<file path="config.mk">
export PLATFORM = sky130hd
export DESIGN_NAME = hotplug_status_bank
export DESIGN_NICKNAME = d
export VERILOG_FILES = /design/src/rtl/hpbank_pkg.sv /design/src/rtl/hpbank_ctrl.sv /design/src/rtl/hpbank_datapath.sv /design/src/rtl/hotplug_status_bank.sv
export SDC_FILE = /design/constraint.sdc
export NUM_CORES = 1
export LEC_CHECK = 0
export BUFFER_PORTS_ARGS = -buffer_cell sky130_fd_sc_hd__buf_2
export CAP_MARGIN = 5
export CORE_MARGIN = 2
export CORE_UTILIZATION = 45
export CTS_CLUSTER_DIAMETER = 200
export CTS_CLUSTER_SIZE = 40
export DETAILED_ROUTE_END_ITERATION = 10
export GPL_TIMING_DRIVEN = 0
export PLACE_DENSITY = 0.62
export SYNTH_ARGS = -nofsm -noshare
export SYNTH_HDL_FRONTEND = slang
export SYNTH_HIERARCHICAL = 1
export SYNTH_SLANG_ARGS = --single-unit
</file>
<file path="constraint.sdc">
create_clock -name clk -period 5 [get_ports clk]
set_clock_uncertainty 0.2 [all_clocks]
set_input_delay 0.75 -clock clk [delete_from_list [all_inputs] [get_ports clk]]
set_output_delay 0.75 -clock clk [all_outputs]
set_load 0.01 [all_outputs]
</file>
<file path="src/rtl/hpbank_pkg.sv">
package hpbank_pkg;
  localparam int DATA_W = 32;
  localparam int SLOT_W = 5;
  localparam int BUS_IDX_W = 4;

  localparam int OFS_INSERT = 'h00;
  localparam int OFS_REMOVE = 'h04;
  localparam int OFS_EJECT  = 'h08;
  localparam int OFS_MASK   = 'h0C;
  localparam int OFS_SELECT = 'h10;

  typedef enum logic [1:0] {ST_DRAIN, ST_REBUILD, ST_IDLE} hpState_e;
  typedef enum logic [2:0] {RD_ZERO, RD_INSERT, RD_REMOVE, RD_MASK, RD_SELECT} hpRdSrc_e;

  typedef struct packed {
    logic                 setEn;
    logic                 setDown;
    logic [BUS_IDX_W-1:0] setBus;
    logic [SLOT_W-1:0]    setSlot;
    logic                 clrEn;
    logic [BUS_IDX_W-1:0] clrBus;
    logic [SLOT_W-1:0]    clrSlot;
    logic                 rdEn;
    hpRdSrc_e             rdSrc;
    logic [BUS_IDX_W-1:0] rdBus;
    logic                 upRdClr;
    logic                 selLoad;
    logic                 maskLoad;
  } hpStrobe_t;

  function automatic logic [SLOT_W-1:0] lowestSetBit(input logic [DATA_W-1:0] v);
    logic [SLOT_W-1:0] r;
    r = '0;
    for (int i = DATA_W - 1; i >= 0; i--) begin
      if (v[i]) r = SLOT_W'(i);
    end
    return r;
  endfunction
endpackage

</file>
<file path="src/rtl/hpbank_ctrl.sv">
module hpbank_ctrl
  import hpbank_pkg::*;
#(
  parameter int NUM_BUS = 4,
  parameter int ADDR_W  = 5
) (
  input  logic                      clk,
  input  logic                      rstN,
  input  logic                      blockReset,
  input  logic                      legacyMode,
  input  logic                      evtValid,
  input  logic [BUS_IDX_W-1:0]      evtBus,
  input  logic [SLOT_W-1:0]         evtSlot,
  input  logic                      evtUnplug,
  input  logic                      evtAtBoot,
  input  logic                      regRd,
  input  logic                      regWr,
  input  logic [ADDR_W-1:0]         regAddr,
  input  logic [DATA_W-1:0]         regWdata,
  input  logic [DATA_W-1:0]         selQ,
  input  logic [NUM_BUS*DATA_W-1:0] downFlat,
  output hpStrobe_t                 strobe,
  output logic                      regReady
);
  localparam logic [ADDR_W-1:0] A_INSERT = ADDR_W'(OFS_INSERT);
  localparam logic [ADDR_W-1:0] A_REMOVE = ADDR_W'(OFS_REMOVE);
  localparam logic [ADDR_W-1:0] A_EJECT  = ADDR_W'(OFS_EJECT);
  localparam logic [ADDR_W-1:0] A_MASK   = ADDR_W'(OFS_MASK);
  localparam logic [ADDR_W-1:0] A_SELECT = ADDR_W'(OFS_SELECT);
  localparam logic [DATA_W-1:0] BUS_LIMIT = DATA_W'(NUM_BUS);
  localparam logic [BUS_IDX_W:0] EVT_LIMIT = (BUS_IDX_W+1)'(NUM_BUS);

  hpState_e stateQ, stateD;
  logic [BUS_IDX_W-1:0] effBus, drainBus;
  logic [DATA_W-1:0] drainWord;
  logic inRange, aligned, drainAny, access;

  assign effBus   = legacyMode ? '0 : selQ[BUS_IDX_W-1:0];
  assign inRange  = legacyMode || (selQ < BUS_LIMIT);
  assign aligned  = (regAddr[1:0] == 2'b00);
  assign access   = (stateQ == ST_IDLE);
  assign regReady = access;

  always_comb begin
    drainAny  = 1'b0;
    drainBus  = '0;
    drainWord = '0;
    for (int b = NUM_BUS - 1; b >= 0; b--) begin
      if (downFlat[b*DATA_W +: DATA_W] != '0) begin
        drainAny  = 1'b1;
        drainBus  = BUS_IDX_W'(b);
        drainWord = downFlat[b*DATA_W +: DATA_W];
      end
    end
  end

  always_comb begin
    strobe         = '0;
    strobe.setEn   = evtValid && !evtAtBoot && ({1'b0, evtBus} < EVT_LIMIT);
    strobe.setDown = evtUnplug;
    strobe.setBus  = evtBus;
    strobe.setSlot = evtSlot;
    strobe.rdEn    = access && regRd;
    strobe.rdBus   = effBus;
    strobe.rdSrc   = RD_ZERO;
    if (aligned && inRange) begin
      case (regAddr)
        A_INSERT: strobe.rdSrc = RD_INSERT;
        A_REMOVE: strobe.rdSrc = RD_REMOVE;
        A_MASK:   strobe.rdSrc = RD_MASK;
        A_SELECT: strobe.rdSrc = legacyMode ? RD_ZERO : RD_SELECT;
        default:  strobe.rdSrc = RD_ZERO;
      endcase
    end
    strobe.upRdClr  = strobe.rdEn && inRange && !legacyMode && (regAddr == A_INSERT);
    strobe.selLoad  = access && regWr && !legacyMode && (regAddr == A_SELECT);
    strobe.maskLoad = (stateQ == ST_REBUILD);
    if (stateQ == ST_DRAIN) begin
      strobe.clrEn   = drainAny;
      strobe.clrBus  = drainBus;
      strobe.clrSlot = lowestSetBit(drainWord);
    end else if (access && regWr && (regAddr == A_EJECT) && inRange && (regWdata != '0)) begin
      strobe.clrEn   = 1'b1;
      strobe.clrBus  = effBus;
      strobe.clrSlot = lowestSetBit(regWdata);
    end
  end

  always_comb begin
    stateD = stateQ;
    if (blockReset) stateD = ST_DRAIN;
    else begin
      case (stateQ)
        ST_DRAIN:   if (!drainAny) stateD = ST_REBUILD;
        ST_REBUILD: stateD = ST_IDLE;
        default:    stateD = ST_IDLE;
      endcase
    end
  end

  always_ff @(posedge clk or negedge rstN) begin
    if (!rstN) stateQ <= ST_DRAIN;
    else       stateQ <= stateD;
  end

  // nothing can move the select register while accesses are held off
  assert_held_off_select_R1: assert property (@(posedge clk) disable iff (!rstN)
    !regReady |=> $stable(selQ));
endmodule

</file>
<file path="src/rtl/hpbank_datapath.sv">
module hpbank_datapath
  import hpbank_pkg::*;
#(
  parameter int NUM_BUS = 4
) (
  input  logic                      clk,
  input  logic                      rstN,
  input  hpStrobe_t                 strobe,
  input  logic [NUM_BUS*DATA_W-1:0] fixedSlots,
  input  logic [DATA_W-1:0]         regWdata,
  output logic [DATA_W-1:0]         selQ,
  output logic [NUM_BUS*DATA_W-1:0] downFlat,
  output logic [DATA_W-1:0]         regRdata,
  output logic                      gpePulse,
  output logic                      releaseValid,
  output logic [BUS_IDX_W-1:0]      releaseBus,
  output logic [SLOT_W-1:0]         releaseSlot
);
  logic [NUM_BUS*DATA_W-1:0] busRd;
  logic [NUM_BUS-1:0] fixedHit;
  logic [DATA_W-1:0] rdWord;

  for (genvar b = 0; b < NUM_BUS; b++) begin : g_bus
    localparam logic [BUS_IDX_W-1:0] BUS_ID = BUS_IDX_W'(b);
    logic [DATA_W-1:0] upQ, downQ, maskQ, fixedWord;
    logic [DATA_W-1:0] setUp, setDown, clrBit, rdClr;

    assign fixedWord = fixedSlots[b*DATA_W +: DATA_W];
    assign setUp   = (strobe.setEn && !strobe.setDown && strobe.setBus == BUS_ID) ? (DATA_W'(1) << strobe.setSlot) : '0;
    assign setDown = (strobe.setEn &&  strobe.setDown && strobe.setBus == BUS_ID) ? (DATA_W'(1) << strobe.setSlot) : '0;
    assign clrBit  = (strobe.clrEn && strobe.clrBus == BUS_ID) ? (DATA_W'(1) << strobe.clrSlot) : '0;
    assign rdClr   = (strobe.upRdClr && strobe.rdBus == BUS_ID) ? '1 : '0;
    assign fixedHit[b] = (strobe.clrBus == BUS_ID) && fixedWord[strobe.clrSlot];

    always_ff @(posedge clk or negedge rstN) begin
      if (!rstN) begin
        upQ   <= '0;
        downQ <= '0;
        maskQ <= '0;
      end else begin
        upQ   <= (upQ & ~clrBit & ~rdClr) | setUp;
        downQ <= (downQ & ~clrBit) | setDown;
        if (strobe.maskLoad) maskQ <= ~fixedWord;
      end
    end

    assign downFlat[b*DATA_W +: DATA_W] = downQ;
    assign busRd[b*DATA_W +: DATA_W] =
      (strobe.rdBus != BUS_ID)         ? '0    :
      (strobe.rdSrc == RD_INSERT)      ? upQ   :
      (strobe.rdSrc == RD_REMOVE)      ? downQ :
      (strobe.rdSrc == RD_MASK)        ? maskQ : '0;

    // a clearing read with no insertion arriving leaves the word empty
    assert_read_empties_insert_R3: assert property (@(posedge clk) disable iff (!rstN)
      (strobe.upRdClr && strobe.rdBus == BUS_ID && setUp == '0) |=> (upQ == '0));
    // a removal event on the slot being ejected survives the eject
    assert_event_beats_eject_R8: assert property (@(posedge clk) disable iff (!rstN)
      (setDown != '0 && clrBit == setDown) |=> ((downQ & $past(setDown)) != '0));
  end

  always_comb begin
    rdWord = '0;
    for (int b = 0; b < NUM_BUS; b++) rdWord = rdWord | busRd[b*DATA_W +: DATA_W];
  end

  always_ff @(posedge clk or negedge rstN) begin
    if (!rstN) begin
      selQ         <= '0;
      regRdata     <= '0;
      gpePulse     <= 1'b0;
      releaseValid <= 1'b0;
      releaseBus   <= '0;
      releaseSlot  <= '0;
    end else begin
      if (strobe.selLoad) selQ <= regWdata;
      if (strobe.rdEn) regRdata <= (strobe.rdSrc == RD_SELECT) ? selQ : rdWord;
      gpePulse     <= strobe.setEn;
      releaseValid <= strobe.clrEn && !(|fixedHit);
      releaseBus   <= strobe.clrBus;
      releaseSlot  <= strobe.clrSlot;
    end
  end
endmodule

</file>
<file path="src/rtl/hotplug_status_bank.sv">
module hotplug_status_bank
  import hpbank_pkg::*;
#(
  parameter int NUM_BUS = 4,
  parameter int ADDR_W  = 5
) (
  input  logic                      clk,
  input  logic                      rstN,
  input  logic                      blockReset,
  input  logic                      legacyMode,
  input  logic [NUM_BUS*32-1:0]     fixedSlots,
  input  logic                      evtValid,
  input  logic [3:0]                evtBus,
  input  logic [4:0]                evtSlot,
  input  logic                      evtUnplug,
  input  logic                      evtAtBoot,
  input  logic                      regRd,
  input  logic                      regWr,
  input  logic [ADDR_W-1:0]         regAddr,
  input  logic [31:0]               regWdata,
  output logic [31:0]               regRdata,
  output logic                      regReady,
  output logic                      gpePulse,
  output logic                      releaseValid,
  output logic [3:0]                releaseBus,
  output logic [4:0]                releaseSlot
);
  localparam logic [4:0]  EVT_LIMIT = 5'(NUM_BUS);
  localparam logic [31:0] SEL_LIMIT = 32'(NUM_BUS);
  localparam logic [ADDR_W-1:0] A_EJECT = ADDR_W'(OFS_EJECT);

  hpStrobe_t strobe;
  logic [DATA_W-1:0] selQ;
  logic [NUM_BUS*DATA_W-1:0] downFlat;

  hpbank_ctrl #(.NUM_BUS(NUM_BUS), .ADDR_W(ADDR_W)) ctrl_i (
    .clk(clk), .rstN(rstN), .blockReset(blockReset), .legacyMode(legacyMode),
    .evtValid(evtValid), .evtBus(evtBus), .evtSlot(evtSlot),
    .evtUnplug(evtUnplug), .evtAtBoot(evtAtBoot),
    .regRd(regRd), .regWr(regWr), .regAddr(regAddr), .regWdata(regWdata),
    .selQ(selQ), .downFlat(downFlat), .strobe(strobe), .regReady(regReady)
  );

  hpbank_datapath #(.NUM_BUS(NUM_BUS)) dp_i (
    .clk(clk), .rstN(rstN), .strobe(strobe), .fixedSlots(fixedSlots),
    .regWdata(regWdata), .selQ(selQ), .downFlat(downFlat), .regRdata(regRdata),
    .gpePulse(gpePulse), .releaseValid(releaseValid),
    .releaseBus(releaseBus), .releaseSlot(releaseSlot)
  );

  assert_gpe_after_event_R2: assert property (@(posedge clk) disable iff (!rstN)
    (evtValid && !evtAtBoot && ({1'b0, evtBus} < EVT_LIMIT)) |=> gpePulse);
  assert_oor_read_zero_R5: assert property (@(posedge clk) disable iff (!rstN)
    (regRd && regReady && !legacyMode && selQ >= SEL_LIMIT) |=> (regRdata == '0));
  assert_zero_eject_quiet_R6: assert property (@(posedge clk) disable iff (!rstN)
    (regWr && regReady && regAddr == A_EJECT && regWdata == '0) |=> !releaseValid);
endmodule

</file>
==> flow_summary.yaml <==
run:
  max_cap_viol_count: 0
status:
  violations: "setup timing"
  outcome: "finished, violations left"
detailed_routing:
  drtAntennaViolNets: 0
  drc: 0
  vias_per_cell: 7.062
  wirelength_um: 129100
  wl_per_cell_um: 36.57
  routed-via-count: 24940
  drt-pass1-iter-count: 6
  detail_route.iter0.violations: 3647
floorplanning:
  die-height_um: 239.1
  die-area_um2: 57170
  die_x_um: 239.1
  start_util_pct: 45.33
  rows: 86
  ios: 227
  coreArea_um2: 54880
timing:
  post-route-min-period_ns: 5.353
  finalCritPeriodShare_pct: 107.1
  slew_viol_final: 0
  fmax_ghz: 0.1868
  holdWs_ns: 0.1349
  hold_viol_final: 0
  postLayoutSetupSlackWorst_ns: -0.3528
  timing.slew.headroom_pct: 15.78
  tns_ns: -5.234
  tightestPinTransition_ns: 1.261
  setup_viol: 85
  rsz0062_at_grt: "true"
worst_setup_path:
  cp-end-kind: "register"
  setup.worst_path.start_class: "register"
  cp_top_family: "simple AND/OR/NAND/NOR gates"
  path_buf_inv: 5
  cp.arrival_ns: 5.66
  required_ns: 5.31
  slowest_stage: "mux4_2"
  cp_max_fo: 9
  path_cells: "nor4_2, and4_4, buf_8, buf_4, buf_4, a311o_1, a41oi_1, or2_2, o21ai_2, and4bb_2, o21ai_2, a211oi_4, buf_6, buf_12, mux4_2, mux4_2, and3_4, a2111oi_4, and3_4"
  critPathKind: "reg2reg"
  critPathMaxStageDelay_ns: 0.62
clock_tree:
  cts_buffers: 15
  h-tree-depth: 1
  path_clk_slew_ns: 0.16
  clock-sinks: 461
  cts_buffer_depth: 3
  clk_latency_ns: 0.60
  cts_root_buf: "clkbuf_16"
  cts_tree: "built"
power_and_ir_drop:
  power.density_nw_per_um2: 339.1
  peakVddDrop_uv: 276.2
  p_total_mw: 9.836
  p_leak_nw: 12.27
final_layout:
  final_core_util_pct: 52.86
  nFillCells: 5105
  layout-drive-gt1-share_pct: 25.07
  area_growth_pct: 16.62
  fin_nets: 3006
global_routing:
  grt-ovfl-total: 0
  grt_pass1_vias: 23570
  grt_start_max_net_pins: 122
  grt_usage_pct: 44.55
  grt_pass1_wl_um: 177700
  antenna_found_initial: 3
place:
  place.gp.congestion: 1.070
  hpwl_um: 105300
  pre_cts_slack_ns: -2.508
  io_buffer_count: 218
yosys:
  ys_ff_latch: 461
  synth_area_per_cell_um2: 9.875
  synth-seq-area-share_pct: 46.38
  synthCells: 2519
  synth_common_cells: "dfrtp_1, nor2_1, a21oi_1, nand2_1, clkbuf_1"
  async_reset_ff_share_pct: 100.0
  syn_area_um2: 24880
  synth_warnings: 6
  yosys.area.top_type: "dfrtp_1"
  yosysMostFrequentCell: "dfrtp_1"
  synth_edf_count: 0
  synth.distinct_cells: 93
  synth_top_area_share_pct: 46.38
  ys.flop_type: "dfrtp_1"
  synthTopCellsByArea: "dfrtp_1, a32o_1, a22o_1, nor2_1, mux2_2"
min_path:
  hp-class: "in2reg"
## timing repair
action | 4_1_cts | 5_1_grt
setup buffers | 37 | 25
pin swaps | 20 | 19
hold buffers | 1 | 0
endpoints found under the hold margin | 34 | 0
setup endpoints to repair | 289 | 285
gates resized for setup | 217 | 96
cloned | 1 | 1
## layer usage
| layer | wire [um] | part of all wire, % | up-vias | GRT usage, % |
|---|---|---|---|---|
| li1 | - | - | 10190 | - |
| met4 | 6835 | 5.3 | 2 | 19.05 |
| met2 | 54640 | 42 | 1752 | 65.65 |
| met3 | 15680 | 12 | 289 | 12.53 |
| met5 | 15 | 0.012 | - | 0 |
| met1 | 51940 | 40 | 12710 | 61.42 |
## sequential cells by signal (all words and copies together) (netlist names)
signal / flops
dp_i/g_bus.downQ: 128
dp_i/g_bus.maskQ: 128
dp_i/g_bus.upQ: 128
dp_i/regRdata: 32
dp_i/selQ: 32
dp_i/releaseSlot: 5
dp_i/releaseBus: 4
ctrl_i/stateQ: 2
dp_i/gpePulse: 1
dp_i/releaseValid: 1
## kinds of logic after synthesis
group,after synthesis,synth area share [%]
compound gates,875,25.74
xor+xnor,1,0.03522
buf+inv,271,4.663
flops,461,46.38
mux,187,9.617
other cells,1,0.01508
simple gates,723,13.55
## final cells by class
cell class                      count  area, um2  area share (%)
Antenna cell                        3      7.507         0.02588
Buffer                            209       1121           3.865
Clock buffer                       15      375.4           1.294
Clock inverter                      3      30.03          0.1035
Inverter                           59      224.0          0.7721
Multi-Input combinational cell   1788      13000           44.82
Sequential cell                   461      11610           40.03
Tap cell                          704      880.8           3.036
Timing Repair Buffer              289       1758           6.060
## layout by cell type (no fill, tap or decap), types with 28 or more instances in the layout
cell type / netlist / routed
nand2_1: 194 / 188
o22ai_1: 70 / 67
inv_1: 58 / 58
a31oi_1: 42 / 40
buf_2: 21 / 230
buf_4: 13 / 77
a32o_1: 134 / 134
nand3_1: 42 / 39
mux2i_1: 62 / 59
clkbuf_1: 143 / 123
dfrtp_2: 0 / 60
mux2_2: 95 / 95
dfrtp_1: 461 / 401
mux4_2: 23 / 28
a21oi_1: 200 / 195
nor4_1: 57 / 34
a22oi_1: 94 / 94
nor2_1: 290 / 253
a22o_1: 132 / 132
o21ai_0: 81 / 75
## final timing paths
path,startpoint,endpoint,slack [ns],cells after the start
worst max-delay path,dp_i/g_bus[1].downQ[24]$_DFF_PN0_,dp_i/releaseValid$_DFF_PN0_,-0.35,19
worst min-delay path,fixedSlots[36],dp_i/g_bus[1].maskQ[4]$_DFFE_PN0P_,0.13,2
worst max register to register,dp_i/g_bus[1].downQ[24]$_DFF_PN0_,dp_i/releaseValid$_DFF_PN0_,-0.35,19
worst min register to register,dp_i/g_bus[3].maskQ[29]$_DFFE_PN0P_,dp_i/g_bus[3].maskQ[29]$_DFFE_PN0P_,0.33,2
max in group asynchronous,rstN,dp_i/g_bus[1].downQ[7]$_DFF_PN0_,2.70,4
min in group asynchronous,rstN,dp_i/regRdata[28]$_DFFE_PN0P_,0.43,2
## power breakdown
part / switching (mW) / internal, mW
Clock: 1.18 / 0.566
Sequential: 0.634 / 4.39
Combinational: 1.93 / 1.14
Total: 3.74 / 6.09
## worst reg2reg max path, delay by kind of cell (launching register included)
kind / cells / cell delay, ns
AND/OR/NAND/NOR: 6 / 1.34
AO/OA/AOI/OAI: 6 / 1.30
multiplexers: 2 / 1.13
buffers and inverters: 5 / 0.77
flip-flops: 1 / 0.57
## per-stage QoR
stage	std cells	cell area, um2
after CTS	3503	28500
after global placement	3442	26850
after global routing	3528	29000
final	3531	29010
after detailed placement	3448	27000
after floorplan	2520	24880
(Power assumes the default switching activity.)
